<file path="src/rtl/stencil_pkg.sv">
package stencil_pkg;
  localparam int unsigned WORD_W = 16;
  localparam int unsigned PROD_W = 2 * WORD_W;
  localparam int unsigned SUM_W  = PROD_W + 1;

  typedef logic signed [WORD_W-1:0] word_t;
  typedef logic signed [PROD_W-1:0] prod_t;
  typedef logic signed [SUM_W-1:0]  sum_t;

  function automatic word_t sat_word(sum_t v);
    if (&v[SUM_W-1:WORD_W-1] || ~|v[SUM_W-1:WORD_W-1]) return word_t'(v[WORD_W-1:0]);
    else if (v[SUM_W-1]) return word_t'({1'b1, {(WORD_W-1){1'b0}}});
    else return word_t'({1'b0, {(WORD_W-1){1'b1}}});
  endfunction
endpackage

</file>
<file path="src/rtl/stencil_spram.sv">
module stencil_spram #(
  parameter int unsigned W     = 16,
  parameter int unsigned DEPTH = 64,
  localparam int unsigned AW   = $clog2(DEPTH)
) (
  input  logic          clk_i,
  input  logic          en_i,
  input  logic          we_i,
  input  logic [AW-1:0] addr_i,
  input  logic [W-1:0]  wdata_i,
  output logic [W-1:0]  rdata_o
);
  logic [W-1:0] mem_q [DEPTH];

  always_ff @(posedge clk_i) begin
    if (en_i) begin
      if (we_i) mem_q[addr_i] <= wdata_i;
      rdata_o <= mem_q[addr_i];
    end
  end
endmodule

</file>
<file path="src/rtl/stencil_sweep.sv">
module stencil_sweep #(
  parameter int unsigned N = 8,
  localparam int unsigned CELLS = N * N,
  localparam int unsigned SW = $clog2(CELLS + 1),
  localparam int unsigned IW = $clog2(N)
) (
  input  logic          clk_i,
  input  logic          rst_ni,
  input  logic          go_i,
  output logic          valid_o,
  output logic [SW-1:0] step_o,
  output logic [IW-1:0] icnt_o,
  output logic          last_o
);
  logic          run_q;
  logic [SW-1:0] step_q;
  logic [IW-1:0] icnt_q;

  // one extra step past the grid drains the final bottom-edge cell
  assign last_o  = run_q && (step_q == SW'(CELLS));
  assign valid_o = run_q;
  assign step_o  = step_q;
  assign icnt_o  = icnt_q;

  always_ff @(posedge clk_i or negedge rst_ni) begin
    if (!rst_ni) begin
      run_q  <= 1'b0;
      step_q <= '0;
      icnt_q <= '0;
    end else if (go_i) begin
      run_q  <= 1'b1;
      step_q <= '0;
      icnt_q <= '0;
    end else if (run_q) begin
      step_q <= step_q + SW'(1);
      icnt_q <= (icnt_q == IW'(N - 1)) ? '0 : icnt_q + IW'(1);
      if (last_o) run_q <= 1'b0;
    end
  end

  AST_SWEEP_ENDS: assert property (@(posedge clk_i) disable iff (!rst_ni)
    (last_o && !go_i) |=> !run_q);
endmodule

</file>
<file path="src/rtl/stencil_taps.sv">
module stencil_taps #(
  parameter int unsigned W     = 16,
  parameter int unsigned DEPTH = 2
) (
  input  logic         clk_i,
  input  logic         rst_ni,
  input  logic         shift_i,
  input  logic         col_start_i,
  input  logic [W-1:0] din_i,
  output logic [W-1:0] dout_o
);
  logic [W-1:0] tap_q [DEPTH];

  for (genvar k = 0; k < DEPTH; k++) begin : g_tap
    always_ff @(posedge clk_i or negedge rst_ni) begin
      if (!rst_ni) tap_q[k] <= '0;
      else if (shift_i) begin
        if (k == 0) tap_q[k] <= din_i;
        else        tap_q[k] <= col_start_i ? '0 : tap_q[k-1]; // flush at column entry
      end
    end
  end

  assign dout_o = tap_q[DEPTH-1];
endmodule

</file>
<file path="src/rtl/stencil_mac.sv">
module stencil_mac import stencil_pkg::*; #(
  parameter int unsigned AW = 6
) (
  input  logic          clk_i,
  input  logic          rst_ni,
  input  logic          in_valid_i,
  input  logic          in_zero_i,
  input  logic          in_last_i,
  input  logic [AW-1:0] in_addr_i,
  input  word_t         near_i,
  input  word_t         far_i,
  input  word_t         k1_i,
  input  word_t         k2_i,
  output logic          out_valid_o,
  output logic          out_last_o,
  output logic [AW-1:0] out_addr_o,
  output word_t         out_data_o
);
  prod_t         p1_q, p2_q;
  sum_t          sum_q;
  logic          v1_q, z1_q, l1_q, v2_q, z2_q, l2_q;
  logic [AW-1:0] a1_q, a2_q;

  always_ff @(posedge clk_i or negedge rst_ni) begin
    if (!rst_ni) begin
      p1_q <= '0; p2_q <= '0; sum_q <= '0;
      v1_q <= 1'b0; z1_q <= 1'b0; l1_q <= 1'b0; a1_q <= '0;
      v2_q <= 1'b0; z2_q <= 1'b0; l2_q <= 1'b0; a2_q <= '0;
    end else begin
      p1_q  <= prod_t'(k1_i) * prod_t'(near_i);
      p2_q  <= prod_t'(k2_i) * prod_t'(far_i);
      v1_q  <= in_valid_i; z1_q <= in_zero_i; l1_q <= in_last_i; a1_q <= in_addr_i;
      sum_q <= sum_t'(p1_q) + sum_t'(p2_q);
      v2_q  <= v1_q; z2_q <= z1_q; l2_q <= l1_q; a2_q <= a1_q;
    end
  end

  assign out_valid_o = v2_q;
  assign out_last_o  = l2_q;
  assign out_addr_o  = a2_q;
  assign out_data_o  = z2_q ? word_t'('0) : sat_word(sum_q);

  AST_MAC_LATENCY: assert property (@(posedge clk_i) disable iff (!rst_ni)
    out_valid_o |-> $past(in_valid_i, 2));
endmodule

</file>
<file path="src/rtl/stencil_engine.sv">
module stencil_engine import stencil_pkg::*; #(
  parameter int unsigned N = 8,
  localparam int unsigned AW = $clog2(N * N)
) (
  input  logic                clk_i,
  input  logic                rst_ni,
  input  logic                start_i,
  input  logic [WORD_W-1:0]   k1_i,
  input  logic [WORD_W-1:0]   k2_i,
  output logic                busy_o,
  output logic                done_o,
  input  logic                src_we_i,
  input  logic [AW-1:0]       src_addr_i,
  input  logic [WORD_W-1:0]   src_wdata_i,
  input  logic [AW-1:0]       res_addr_i,
  output logic [WORD_W-1:0]   res_rdata_o
);
  localparam int unsigned CELLS = N * N;
  localparam int unsigned SW    = $clog2(CELLS + 1);
  localparam int unsigned IW    = $clog2(N);

  logic  busy_q, done_q, accept;
  word_t k1_q, k2_q;

  assign accept = start_i && !busy_q;

  // sweep / stage A
  logic          sw_valid, sw_last;
  logic [SW-1:0] sw_step;
  logic [IW-1:0] sw_icnt;

  stencil_sweep #(.N(N)) u_sweep (
    .clk_i, .rst_ni, .go_i(accept),
    .valid_o(sw_valid), .step_o(sw_step), .icnt_o(sw_icnt), .last_o(sw_last)
  );

  // source memory: host port when idle, engine read port when busy
  logic          src_en, src_we;
  logic [AW-1:0] src_addr;
  logic [WORD_W-1:0] src_rdata;

  assign src_en   = busy_q ? (sw_valid && !sw_last) : src_we_i;
  assign src_we   = src_we_i && !busy_q;
  assign src_addr = busy_q ? sw_step[AW-1:0] : src_addr_i;

  stencil_spram #(.W(WORD_W), .DEPTH(CELLS)) u_src (
    .clk_i, .en_i(src_en), .we_i(src_we), .addr_i(src_addr),
    .wdata_i(src_wdata_i), .rdata_o(src_rdata)
  );

  // stage B: read data aligned with its step
  logic          vb_q, lb_q;
  logic [SW-1:0] step_b_q;
  logic [IW-1:0] icnt_b_q;

  always_ff @(posedge clk_i or negedge rst_ni) begin
    if (!rst_ni) begin
      vb_q <= 1'b0; lb_q <= 1'b0; step_b_q <= '0; icnt_b_q <= '0;
    end else begin
      vb_q <= sw_valid; lb_q <= sw_last; step_b_q <= sw_step; icnt_b_q <= sw_icnt;
    end
  end

  logic [WORD_W-1:0] far_w;

  stencil_taps #(.W(WORD_W), .DEPTH(2)) u_taps (
    .clk_i, .rst_ni, .shift_i(vb_q), .col_start_i(icnt_b_q == '0),
    .din_i(src_rdata), .dout_o(far_w)
  );

  // word read at step s is the near neighbour of cell s-1
  logic          mac_v, mac_last;
  logic [AW-1:0] mac_addr;
  word_t         mac_data;

  stencil_mac #(.AW(AW)) u_mac (
    .clk_i, .rst_ni,
    .in_valid_i(vb_q && (step_b_q != '0)),
    .in_zero_i(icnt_b_q <= IW'(1)),
    .in_last_i(lb_q),
    .in_addr_i(AW'(step_b_q - SW'(1))),
    .near_i(word_t'(src_rdata)), .far_i(word_t'(far_w)),
    .k1_i(k1_q), .k2_i(k2_q),
    .out_valid_o(mac_v), .out_last_o(mac_last), .out_addr_o(mac_addr), .out_data_o(mac_data)
  );

  // result memory: single port, engine writes while busy
  logic          res_en, res_we;
  logic [AW-1:0] res_addr;

  assign res_we   = busy_q && mac_v;
  assign res_en   = busy_q ? mac_v : 1'b1;
  assign res_addr = busy_q ? mac_addr : res_addr_i;

  stencil_spram #(.W(WORD_W), .DEPTH(CELLS)) u_res (
    .clk_i, .en_i(res_en), .we_i(res_we), .addr_i(res_addr),
    .wdata_i(mac_data), .rdata_o(res_rdata_o)
  );

  always_ff @(posedge clk_i or negedge rst_ni) begin
    if (!rst_ni) begin
      busy_q <= 1'b0; done_q <= 1'b0; k1_q <= '0; k2_q <= '0;
    end else begin
      done_q <= busy_q && mac_v && mac_last;
      if (accept) begin
        busy_q <= 1'b1;
        k1_q   <= word_t'(k1_i);
        k2_q   <= word_t'(k2_i);
      end else if (mac_v && mac_last) begin
        busy_q <= 1'b0;
      end
    end
  end

  assign busy_o = busy_q;
  assign done_o = done_q;

  AST_DONE_ONE_CYCLE: assert property (@(posedge clk_i) disable iff (!rst_ni)
    done_o |=> !done_o);
  AST_DONE_NOT_BUSY: assert property (@(posedge clk_i) disable iff (!rst_ni)
    done_o |-> !busy_o);
  AST_WRITE_IN_SWEEP: assert property (@(posedge clk_i) disable iff (!rst_ni)
    mac_v |-> busy_q);
  AST_COEF_HELD: assert property (@(posedge clk_i) disable iff (!rst_ni)
    (busy_o && start_i) |=> ($stable(k1_q) && $stable(k2_q)));
endmodule

</file>
<file path="config.mk">
export PLATFORM = sky130hd
export DESIGN_NAME = stencil_engine
export DESIGN_NICKNAME = d
export VERILOG_FILES = /design/src/rtl/stencil_pkg.sv /design/src/rtl/stencil_spram.sv /design/src/rtl/stencil_sweep.sv /design/src/rtl/stencil_taps.sv /design/src/rtl/stencil_mac.sv /design/src/rtl/stencil_engine.sv
export SDC_FILE = /design/constraint.sdc
export NUM_CORES = 2
export LEC_CHECK = 0
export BUFFER_PORTS_ARGS = -buffer_cell sky130_fd_sc_hd__buf_2
export CAP_MARGIN = 20
export CORE_MARGIN = 2
export CORE_UTILIZATION = 64
export DETAILED_ROUTE_END_ITERATION = 10
export GPL_TIMING_DRIVEN = 0
export PLACE_DENSITY_LB_ADDON = 0.08
export SETUP_SLACK_MARGIN = 0.05
export SLEW_MARGIN = 10
export SYNTH_ARGS = -nofsm -noshare
export SYNTH_HDL_FRONTEND = slang
export SYNTH_SLANG_ARGS = --single-unit
</file>
<file path="constraint.sdc">
create_clock -name clk_i -period 7.9 [get_ports clk_i]
set_input_delay 2.37 -clock clk_i [delete_from_list [all_inputs] [get_ports clk_i]]
set_output_delay 2.37 -clock clk_i [all_outputs]
set_load 0.01 [all_outputs]
</file>
## Yosys cells after proc, flatten, opt, wreduce, memory -nomap -nowiden

Memory sizes are Yosys's and may differ from the RTL's. A register that Yosys moved wholly into a read port is not among the register bits.
Index checks and enable logic that the tools add are counted.
W data, S select, Z words.

| cells by class | value |
|---|---|
| add/sub/neg operators | 4 |
| multiply operators | 2 |
| $lt $le $gt $ge | 1 |
| equality and inequality tests | 2 |
| mux-type cells | 24 |
| reduce and logical (&&, ||, !) cells | 18 |

Operator list:

| operator | number |
|---|---|
| $mul A16 B16 Y32 | 2 |
| $mux W16 | 4 |
| $add A32 B32 Y33 | 1 |
| $reduce_and A18 Y1 | 1 |
| $reduce_or A18 Y1 | 1 |
| $mux W7 | 2 |
| $mux W1 | 13 |
| $mux W6 | 2 |
| $mux W3 | 3 |
| $logic_and A1 B1 Y1 | 8 |
| $add A7 B1 Y7 const B | 1 |
| $eq A7 B7 Y1 const B | 1 |
| $reduce_bool A7 Y1 | 1 |
| $sub A6 B1 Y6 const B | 1 |
| $reduce_bool A2 Y1 | 2 |
| $add A3 B1 Y3 const B | 1 |
| $eq A3 B3 Y1 const B | 1 |
| $le A3 B1 Y1 const B | 1 |
| $logic_not A1 Y1 | 3 |
| $logic_not A3 Y1 | 1 |
| $logic_or A1 B1 Y1 | 1 |

| word-level totals | value |
|---|---|
| bits in registers | 204 |
| bits in writable memories | 2048 |
| input bits | 64 |
| output and inout port bits | 18 |
| word-level logic and storage cells | 77 |
| memories | 2 |

Memories:

| memory | words | bits a word | rd ports | clocked after Yosys merged registers in | wr ports | line | RTL |
|---|---|---|---|---|---|---|---|
| u_res.mem_q | 64 | 16 | 1 | 1 | 1 | stencil_spram.sv:13 | `logic [W-1:0] mem_q [DEPTH];` |
| u_src.mem_q | 64 | 16 | 1 | 1 | 1 | stencil_spram.sv:13 |  |

## Logic depth before layout (Yosys ltp)

| depth | value |
|---|---|
| word-level depth | 7 |
| gate-level depth with buffers | 24 |
| gate-level depth less buffers | 22 |

## By module

A second synthesis with hierarchy kept.

| unflattened totals | value |
|---|---|
| cell total of the unflattened synthesis | 7444 |
| area, all modules | 108477.8 sq um |

Modules (own cells, without submodules):

| module | times used | cells each | area each (sq um) |
|---|---|---|---|
| stencil_spram | 2 | 2289 | 40064.7 |
| stencil_mac | 1 | 2570 | 24359.6 |
| stencil_engine | 1 | 124 | 2011.9 |
| stencil_taps | 1 | 118 | 1430.1 |
| stencil_sweep | 1 | 54 | 546.8 |

## Worst setup path after synthesis

OpenSTA, ideal clock, no wires.

| timing path | value |
|---|---|
| kind | reg-to-reg |
| start point | register k1_q[15] |
| end point | register u_mac.p1_q[30] |
| arrival time | 6.378 ns |
| required time | 7.832 ns |
| path slack | 1.453 ns |
| cell stages (with the launch flop) | 22 |
| buffers on the path | 3 |
| cell sequence | dfrtp_1 clkbuf_1 clkbuf_1 nand2_1 inv_1 fa_1 fa_1 fa_1 fa_1 fa_1 inv_1 fa_1 inv_1 ha_1 clkbuf_1 a21o_1 a21oi_1 o221ai_2 a2111oi_4 nor3_2 or4_1 nand3_1 |

| on the way | value |
|---|---|
| cells in the longest elaborated chain, start to end | 1 |

Ends and longest elaborated chain:

| item | line | RTL |
|---|---|---|
| start, declared | stencil_engine.sv:23 | `word_t k1_q, k2_q;` |
| start signal, assigned | stencil_engine.sv:107 | `k1_q <= word_t'(k1_i);` |
| $mul A16 B16 Y32 | stencil_mac.sv:30 | `p1_q <= prod_t'(k1_i) * prod_t'(near_i);` |
| end signal, assigned | stencil_mac.sv:30 |  |
| end, declared | stencil_mac.sv:19 | `prod_t p1_q, p2_q;` |

No other way between the ends.
A chain may end at the register's enable or synchronous reset.

## Worst setup path in the final report

| timing path | value |
|---|---|
| start point | register u_taps.tap_q, in the netlist u_taps.dout_o[8] |
| end point | register u_mac.p2_q[30] |

| on the way | value |
|---|---|
| cells in the longest elaborated chain, start to end | 1 |

Ends and longest elaborated chain:

| item | line | RTL |
|---|---|---|
| start, declared | stencil_taps.sv:12 | `logic [W-1:0] tap_q [DEPTH];` |
| start signal, assigned by index | stencil_taps.sv:18 | `if (k == 0) tap_q[k] <= din_i;` |
| start signal, assigned by index | stencil_taps.sv:19 | `else tap_q[k] <= col_start_i ? '0 : tap_q[k-1];` |
| $mul A16 B16 Y32 | stencil_mac.sv:31 | `p2_q <= prod_t'(k2_i) * prod_t'(far_i);` |
| end signal, assigned | stencil_mac.sv:31 |  |
| end, declared | stencil_mac.sv:19 |  |

No other way between the ends.

==> flow_summary.json <==
{
  "status": "complete, no violations",
  "wl_per_cell_um": 35.68,
  "yosysWarnings": 0,
  "r2r_setup_slack_ps": 290,
  "grt_start_max_net_pins": 111,
  "path_class": "flop to flop",
  "synth-seq-cells": 2284,
  "tritoncts": "done",
  "cts_setup_buffers": 0,
  "r2r_start": "u_taps.dout_o[8]$_DFFE_PN0P_",
  "start_kind": "flop",
  "cp.required_ps": 8580,
  "tns_ps": 0,
  "post_dp_cell_area_mm2": 0.1096,
  "max_cap_viol_count": 0,
  "num_vias": 68540,
  "clk_path_buf_depth": 3,
  "hold_buffers": 0,
  "cp_max_fo": 10,
  "synth_cells": 6929,
  "grt_pass1_vias": 66920,
  "final_nets": 8155,
  "place.gp.congestion": 0.9822,
  "drtAntennaViolNets": 0,
  "worst_clock_skew_ps": 78.59,
  "drc": 0,
  "viasPerCell": 7.053,
  "first_iter_violations": 12860,
  "synth-main-ff-cell": "edfxtp_1",
  "drt_wl_total_um": 346700,
  "clock_sinks": 2284,
  "ys_types": 89,
  "worst_pin_slew_ps": 1364,
  "slew_viol_final": 0,
  "drive_gt1_share_pct": 11.93,
  "post-route-period-util_pct": 96.35,
  "ys_async_sr_fraction_pct": 8.932,
  "syn_area_per_cell_um2": 14.96,
  "arrival_ps": 8290,
  "die-area_mm2": 0.1652,
  "cp-endpoint": "u_mac.p2_q[30]$_DFF_PN0_",
  "cts_made_buffers": 214,
  "finalHoldViolations": 0,
  "syn2layout_area_growth_pct": 12.71,
  "finalSetupViolations": 0,
  "holdWs_ps": 355.6,
  "ios": 82,
  "initial_core_util_pct": 64.49,
  "slew_headroom_pct": 9.089,
  "r2r_end": "u_mac.p2_q[30]$_DFF_PN0_",
  "grt_use_total_pct": 42.60,
  "cp-end-kind": "flop",
  "crit_path_start": "u_taps.dout_o[8]$_DFFE_PN0P_",
  "min_path_type": "flop to flop",
  "fp.dieH_um": 406.5,
  "htree_levels": 4,
  "overflow": 0,
  "antenna_found_initial": 18,
  "core_area_mm2": 0.1608,
  "cts.clk_slew.worst_paths_ps": 60,
  "synth_top_cell_by_area": "edfxtp_1",
  "hpwl_um": 231600,
  "row_count": 147,
  "syn_nets": 7720,
  "synth_top_area_share_pct": 60.25,
  "clock_latency_ps": 900,
  "dr.pass1.iters": 9,
  "die-width_um": 406.5,
  "synth_seq_area_share_pct": 65.17,
  "synth_area_mm2": 0.1037,
  "reg2regPathDepth": 23,
  "synth_edf_count": 2080,
  "grt_pass1_wl_um": 486900,
  "postLayoutCellArea_mm2": 0.1169,
  "synth_area_leaders": "edfxtp_1, fa_1, a22oi_1, dfrtp_1, ha_1",
  "cts-root-buf": "clkbuf_16",
  "max_freq_mhz": 131.4,
  "rsz0062_at_grt": "no",
  "min_period_ps": 7611,
  "port_buffers": 81
}
cell usage in the layout (no fill, tap or decap), types with 22 or more instances in the layout:
| master | instances |
|---|---|
| nand3_1 | 65 |
| a222oi_1 | 44 |
| dfrtp_1 | 204 |
| a41oi_1 | 135 |
| xnor2_1 | 76 |
| o21ai_0 | 71 |
| nor3_1 | 27 |
| mux2_2 | 52 |
| nand4_1 | 66 |
| buf_2 | 223 |
| nor2_1 | 103 |
| a221oi_1 | 53 |
| buf_8 | 53 |
| a22oi_1 | 840 |
| buf_16 | 24 |
| fa_1 | 525 |
| clkinv_2 | 39 |
| and3_1 | 25 |
| a22o_1 | 74 |
| buf_12 | 28 |
| nor2_2 | 59 |
| clkinv_1 | 41 |
| a21oi_1 | 127 |
| a31oi_1 | 43 |
| ha_1 | 202 |
| nand2_1 | 408 |
| nor2_4 | 76 |
| clkbuf_1 | 228 |
| xor2_1 | 22 |
| and2_1 | 251 |
| inv_1 | 647 |
| buf_1 | 48 |
| clkbuf_16 | 219 |
| edfxtp_1 | 2080 |
| a21o_1 | 35 |
area by class of cell:
| cell class | instances | area, um^2 |
|---|---|---|
| Inverter | 647 | 2429 |
| Clock inverter | 113 | 1095 |
| Timing Repair Buffer | 220 | 2730 |
| Antenna cell | 12 | 30.03 |
| Tap cell | 2160 | 2703 |
| Buffer | 368 | 1593 |
| Multi-Input combinational cell | 3629 | 32910 |
| Sequential cell | 2284 | 67560 |
| Fill cell | 10230 | 43900 |
| Clock buffer | 284 | 5802 |
per-layer routing:
metal	track usage [%]	routed length, um
met2	62.57	152100
met4	25.23	25770
met1	55.75	116000
met3	14.27	52710
met5	0.3271	175
worst max-delay path, stage by stage (launching register included):
cell	delay (ps)
dfrtp_1	320
clkbuf_1	470
clkbuf_1	530
nand2_1	170
fa_1	530
inv_1	50
fa_1	490
inv_1	50
fa_1	530
inv_1	50
fa_1	500
fa_1	500
inv_1	80
fa_1	540
inv_1	60
ha_1	270
buf_2	190
nand4_1	140
or3_1	440
nor4bb_1	560
inv_1	140
a211o_1	350
a31oi_1	310
o311ai_0	200
cells in the mapped netlist, drive strengths merged, types with 66 or more instances:
cell / number
and2: 251
a41oi: 135
nand2: 411
fa: 525
ha: 202
edfxtp: 2080
clkbuf: 179
nor2: 238
a22o: 74
inv: 647
a21oi: 131
a22oi: 840
dfrtp: 204
xnor2: 76
buf: 190
o21ai: 79
nand4: 66
sequential cells by signal, summed over array words and instances (netlist names), 6 cells and up:
| signal | count |
|---|---|
| u_taps.tap_q | 16 |
| u_mac.p2_q | 32 |
| u_mac.out_addr_o | 6 |
| u_res.rdata_o | 16 |
| u_sweep.step_o | 7 |
| u_mac.a1_q | 6 |
| u_mac.sum_q | 33 |
| k1_q | 16 |
| u_src.rdata_o | 16 |
| u_src.mem_q | 1024 |
| u_taps.dout_o | 16 |
| k2_q | 16 |
| step_b_q | 7 |
| u_mac.p1_q | 32 |
| u_res.mem_q | 1024 |
worst min-delay path by stage:
stage,from,end,slack [ps],cells after the start
2_1_floorplan,lb_q$_DFF_PN0_,u_mac.l1_q$_DFF_PN0_,330,0
5_1_grt,u_mac.a1_q[5]$_DFF_PN0_,u_mac.out_addr_o[5]$_DFF_PN0_,360,0
4_1_cts,u_mac.a1_q[5]$_DFF_PN0_,u_mac.out_addr_o[5]$_DFF_PN0_,350,0
3_5_place_dp,u_mac.a1_q[2]$_DFF_PN0_,u_mac.out_addr_o[2]$_DFF_PN0_,340,0
6_report,u_mac.a1_q[1]$_DFF_PN0_,u_mac.out_addr_o[1]$_DFF_PN0_,360,0
3_3_place_gp,u_mac.a1_q[2]$_DFF_PN0_,u_mac.out_addr_o[2]$_DFF_PN0_,330,0
cell families (layout without fill, tap and decap cells):
family | after synthesis | in the layout | synth area share (%)
compound gates | 1553 | 1553 | 11.28
xor+xnor | 98 | 98 | 0.8279
fa+ha+maj | 727 | 727 | 12.58
buf+inv | 1016 | 1632 | 3.874
flops | 2284 | 2284 | 65.17
mux | 62 | 62 | 0.6819
other cells | 0 | 12 | 0
simple gates | 1189 | 1189 | 5.589
stage by stage:
stage / cells / util [%] / setup WS (ps)
after floorplan: 6929 / - / 1453
after global placement: 9170 / 66.43 / 28.34
after detailed placement: 9288 / 68.16 / -23.94
after CTS: 9685 / 72.46 / 134.9
after global routing: 9705 / 72.67 / 67.01
final: 9717 / 72.69 / 288.5
what timing repair did:
| action | CTS | global route |
|---|---|---|
| endpoints found under the setup margin | 1 | 4 |
| gates resized for setup | 1 | 10 |
| gates cloned | 0 | 0 |
Power is left out: the tool's default activity adds up to more than one toggle a clock period on the data nets, which glitch-free logic cannot reach.
